### src/rtl/bcd_fixup.sv
module bcd_fixup #(
  parameter int C_BIT = 0,
  parameter int N_BIT = 1,
  parameter int P_BIT = 2,
  parameter int H_BIT = 4,
  parameter int Z_BIT = 6,
  parameter int S_BIT = 7
) (
  input  logic       clk,
  input  logic       rst_n,
  input  logic       in_valid,
  input  logic [7:0] acc_in,
  input  logic [7:0] flags_in,
  output logic       out_valid,
  output logic [7:0] acc_out,
  output logic [7:0] flags_out
);

  logic              sub_in, hc_in, cy_in;
  logic [3:0]        lo;
  logic signed [9:0] a_s;

  assign sub_in = flags_in[N_BIT];
  assign hc_in  = flags_in[H_BIT];
  assign cy_in  = flags_in[C_BIT];
  assign lo     = acc_in[3:0];
  assign a_s    = $signed({2'b00, acc_in});

  logic              add_lo_fix, add_hi_fix;
  logic signed [9:0] add_mid, add_res;

  assign add_lo_fix = (lo >= 4'd10) || hc_in;
  assign add_mid    = a_s + (add_lo_fix ? 10'sd6 : 10'sd0);
  assign add_hi_fix = (add_mid >= 10'sd160) || cy_in;
  assign add_res    = add_mid + (add_hi_fix ? 10'sd96 : 10'sd0);

  logic              sub_hi_fix, sub_lo_fix;
  logic signed [9:0] sub_mid, sub_res;

  assign sub_hi_fix = (acc_in > 8'h99) || cy_in;
  assign sub_mid    = a_s - (sub_hi_fix ? 10'sd96 : 10'sd0);
  assign sub_lo_fix = (lo > 4'd9) || hc_in;
  assign sub_res    = sub_mid - (sub_lo_fix ? 10'sd6 : 10'sd0);

  logic [7:0] res;
  logic       cy_new, hc_new;

  always_comb begin
    if (!sub_in) begin
      res    = add_res[7:0];
      cy_new = add_hi_fix;
      hc_new = lo >= 4'd10;
    end else begin
      res    = sub_res[7:0];
      cy_new = sub_hi_fix || (sub_lo_fix && (sub_res < 10'sd0) && !hc_in);
      hc_new = sub_lo_fix && (lo < 4'd6);
    end
  end

  logic [7:0] fl_new;

  always_comb begin
    fl_new        = 8'h00;
    fl_new[C_BIT] = cy_new;
    fl_new[N_BIT] = sub_in;
    fl_new[H_BIT] = hc_new;
    fl_new[P_BIT] = ~^res;
    fl_new[Z_BIT] = res == 8'h00;
    fl_new[S_BIT] = res[7];
  end

  always_ff @(posedge clk) begin
    if (!rst_n) begin
      out_valid <= 1'b0;
      acc_out   <= 8'h00;
      flags_out <= 8'h00;
    end else begin
      out_valid <= in_valid;
      if (in_valid) begin
        acc_out   <= res;
        flags_out <= fl_new;
      end
    end
  end


  sub_passthru_chk: assert property (@(posedge clk) disable iff (!rst_n)
    in_valid |=> flags_out[N_BIT] == $past(flags_in[N_BIT]));


  unused_bits_chk: assert property (@(posedge clk) disable iff (!rst_n)
    flags_out[3] == 1'b0 && flags_out[5] == 1'b0);


  szp_chk: assert property (@(posedge clk) disable iff (!rst_n)
    out_valid |-> (flags_out[S_BIT] == acc_out[7]) &&
                  (flags_out[Z_BIT] == (acc_out == 8'h00)) &&
                  (flags_out[P_BIT] == ~^acc_out));


  valid_pulse_chk: assert property (@(posedge clk) disable iff (!rst_n)
    in_valid |=> out_valid);


  hold_chk: assert property (@(posedge clk) disable iff (!rst_n)
    !in_valid |=> !out_valid && $stable(acc_out) && $stable(flags_out));


  add_hc_chk: assert property (@(posedge clk) disable iff (!rst_n)
    (in_valid && !flags_in[N_BIT] && acc_in[3:0] < 4'd10) |=> !flags_out[H_BIT]);

endmodule

### config.mk
export PLATFORM = sky130hd
export DESIGN_NAME = bcd_fixup
export DESIGN_NICKNAME = d
export VERILOG_FILES = /design/src/rtl/bcd_fixup.sv
export SDC_FILE = /design/constraint.sdc
export NUM_CORES = 1
export LEC_CHECK = 0
export BUFFER_PORTS_ARGS = -buffer_cell sky130_fd_sc_hd__buf_2
export CORE_AREA = 2 2 66 68
export DETAILED_ROUTE_END_ITERATION = 6
export DIE_AREA = 0 0 68 70
export MAX_ROUTING_LAYER = met4
export PLACE_DENSITY = 0.48
export SLEW_MARGIN = 5
export SYNTH_ARGS = -nofsm -noshare
export SYNTH_HDL_FRONTEND = slang
export SYNTH_SLANG_ARGS = --single-unit
### constraint.sdc
create_clock -name clk -period 9.4 [get_ports clk]
set_input_delay 2.82 -clock clk [delete_from_list [all_inputs] [get_ports clk]]
set_output_delay 2.82 -clock clk [all_outputs]
set_load 0.02 [all_outputs]
==> summary.md <==
| Metric | Value |
|---|---|
| Setup violators final | `0` |
| H-tree Lvls | `1` |
| Final #Nets | `just over 200` |
| Max-Cap Viols | `0` |
| Outcome | `completed` |
| Flop2flop setup slack | `slightly below 9 ns` |
| 1st-pass router iterations | `4` |
| Antenna-violating nets left | `0` |
| Largest net degree at the start of global routing | `19` |
| R2R Path Start | `flags_out[0]` |
| DR WL met3 | `185 um` |
| Critical path required time | `approximately 9.5 ns` |
| Post-synth EDFFs | `0` |
| Proportion of synthesized area in mux cells | `under 10%` |
| Shortest period the worst path allows | `approximately 6.9 ns` |
| VDD IR-drop max | `37.2 uV` |
| Hold Path Stages | `2` |
| Multi-input logic area | `779 um^2` |
| Gpl congestion | `about 0.8` |
| CTS tree | `done` |
| Crit start category | `primary input` |
| Largest family of logic cells by synthesized area | `compound AO/OA/AOI/OAI gates` |
| Post-Syn Instances | `143` |
| Crit path DAT | `7.02 ns` |
| Placed cell areas | `between 1000 and 1500 um^2` |
| Die W | `between 60 and 70 um` |
| Yosys cell types | `38` |
| Area Growth Syn to Fin | `17.4%` |
| Clock sinks | `14` |
| Clock root buffer | `clkbuf_8` |
| Setup TNS | `0 ns` |
| Number of global-route vias before repair | `between 900 and 1000` |
| Crit path max-delay family | `adder cells` |
| Asr flop ratio synth | `0%` |
| Syn. warnings | `0` |
| Seq/Total Area, Yosys | `23.9%` |
| Clock buffer count from CTS | `3` |
| Hpwl dp | `around 2.2 mm` |
| Max incr delay on CP | `between 0.4 and 0.5 ns` |
| GR Util All Layers | `a little under an eighth` |
| Number of buffers and inverters on the critical path | `2` |
| Layout cell share with drive strength beyond 1 | `between 20% and 30%` |
| Global-route wire length before repair | `approximately 4.2 mm` |
| Core area | `between 4000 and 5000 um^2` |
| Post-CTS resize count | `0` |
| Period utilization | `between 70% and 80%` |
| Seq cells post-synth | `14` |
| Reg2reg path depth | `3` |
| Port Buffer Count | `28` |
| Skew-Pair Late Insertion Delay | `around 0.24 ns` |
| Initial antenna violation count | `0` |
| Residual DRC | `0` |
| Storage cell area | `approximately 280 um^2` |
| Clk_skew | `0 ns` |
| Ys flop type | `dfxtp_1` |
| Die Ht | `about 70 um` |
| ANT cells | `0` |
| Wire per inst | `around 12 um` |
| Vias/cell | `approximately 4.8` |
| Final hold viol count | `0` |
| Clock transition at the registers of the reported paths | `0.06 ns` |
| Critical R2R Capture | `flags_out[0]` |
| CTS Hold Bufs | `0` |
| Cell area after layout | `roughly 1400 um^2` |
| Maximum clock rate | `~140 MHz` |
| Avg Cell Area, Syn | `between 8 and 9 um^2` |
| Complex-gate fraction of the synthesized area | `18.7%` |
| Critical Path Sink Type | `flop` |
| Die area | `roughly 4800 um^2` |
| P per Cell Area | `roughly 150 nW/um^2` |
| Synthesized area | `roughly 1200 um^2` |
| Highest metal used | `met4` |
| Crit-path most repeated cell | `ha_1` |
| WHS Endpoint | `acc_out[1]` |
| Metal-1 WL | `between 1 and 1.5 mm` |
| FP Rows | `24` |
| Worst path slowest cell | `a221o_1` |
| Setup CP Type | `primary input to flop` |
| Starting Density | `28.3%` |
| Hold Crit Class | `flop to flop` |
| RSZ-0062 raised after global routing | `no` |
| Final Max Slew Viols | `0` |
| CP max FO | `10` |
| Leakage power | `0.650 nW` |
| Post-synthesis simple-gate area fraction | `18.5%` |
| Hold_sp | `acc_out[1]` |
| Routed wl met2 | `between 1 and 1.5 mm` |
| Vias | `approximately 1000` |
| Post-Synth XOR/XNOR Area | `slightly below 7%` |
| Ports | `36` |
| Setup bufs post-CTS | `0` |
| Max clock buf depth | `2` |
| DRT iter0 DRCs | `58` |
| Post-Synth Adder-Cell Area | `between 10% and 20%` |
| Fillers | `about 470` |
| Grt total ovfl | `0` |
| Total Wirelength | `approximately 2.6 mm` |
| Cells along the critical path | `buf_2, o21ai_0, nand2b_1, ha_1, inv_1, fa_1, and3b_1, mux2i_1, a221o_1, ha_1, fa_1, o311ai_0, nand4_1, xnor2_1, ha_1, xor2_1, xnor2_1, nor2_1, a21oi_1, nor2_1` |
cells in the final DEF, fill, tap and decap left out, types with 3 or more instances in the layout:
cell type / Yosys / routed
xnor2_1: 7 / 7
dfxtp_1: 14 / 14
fa_1: 4 / 4
nand2b_1: 3 / 3
ha_1: 11 / 11
a31oi_1: 3 / 3
buf_2: 0 / 28
mux2i_1: 4 / 4
a211oi_1: 5 / 5
nor3_1: 3 / 3
o21ai_0: 6 / 6
a21oi_1: 8 / 8
inv_1: 14 / 14
nand4_1: 5 / 5
nor2_1: 21 / 21
clkbuf_8: 0 / 4
nor2b_1: 4 / 4
how the worst max path moves through the flow:
stage	from	endpoint	slack, ns	cells past startpoint
floorplan	acc_in[3]	flags_out[2]	2.89	21
global placement	acc_in[3]	flags_out[2]	2.28	20
detailed placement	acc_in[3]	flags_out[2]	2.24	20
CTS	acc_in[3]	flags_out[2]	2.48	20
global route	acc_in[3]	flags_out[2]	2.12	20
finish	acc_in[3]	flags_out[2]	2.49	20
sequential cells by signal, summed over array words and instances, names as in the netlist:
name	flops
out_valid	1
acc_out	8
flags_out	5
layout make-up:
type	count	share of cell area, %
timing repair buffer	28	10.2
inverter	15	4.09
clock buffer	4	4.00
multi-input combinational	106	56.6
tap	52	4.73
sequential	14	20.4
report_power, final:
group          switching (W)  internal [W]  leakage, nW
sequential        0.00000270     0.0000654        0.116
clock              0.0000195     0.0000370       0.0288
combinational      0.0000471     0.0000333        0.505
total              0.0000693      0.000136        0.650
cell families (layout without fill, tap and decap cells):
kind of cell,after synthesis,in the layout
xor gates and xnor gates,9,9
muxes,4,4
adders and majority gates,15,15
buffers and inverters,24,47
and+or+nand+nor,43,43
DFF,14,14
AOI/OAI and AO/OA,33,33
other,1,2
synth_stat cells, types with 2 or more instances:
master    number  area [um^2]
xnor2_1        7         61.3
nor2_1        21         78.8
dfxtp_1       14          280
nand2b_1       3         18.8
inv_1         14         52.6
nor3_1         3         15.0
a211o_1        2         17.5
a31oi_1        3         18.8
a21oi_1        8         40.0
fa_1           4         80.1
buf_4          3         22.5
ha_1          11          138
buf_6          2         22.5
nor2b_1        4         25.0
clkbuf_1       2         7.51
mux2i_1        4         40.0
o21a_1         2         15.0
xor2_1         2         17.5
buf_1          2         7.51
a211oi_1       5         37.5
o21ai_0        6         30.0
nand4_1        5         31.3
worst reg2reg max path: stages (launching register included):
cell and delay, ns:
dfxtp_1 0.31, o21ai_0 0.16, a31oi_1 0.06, o31a_1 0.13
through the flow:
| stage | hold WS, ns | std cells | worst slack [ns] | total power [W] | util, % |
|---|---|---|---|---|---|
| finish | 0.483 | 219 | 2.49 | 0.000205 | 33.2 |
| global route | 0.514 | 219 | 2.12 | 0.000221 | 33.2 |
| CTS | 0.487 | 219 | 2.48 | 0.000207 | 33.2 |
| detailed placement | 0.480 | 215 | 2.24 | 0.000150 | 31.9 |
| global placement | 0.469 | 215 | 2.28 | 0.000149 | 31.9 |
| floorplan | 0.555 | 144 | 2.89 | 0.000130 | - |
layer usage:
layer  GRT usage, %  vias to the layer above
met5              -                        -
met4           4.00                        0
met3           1.13                        2
met2           17.9                       26
met1           15.7                      480
li1               -                      540
No activity file was read; power rests on OpenSTA's default activity.
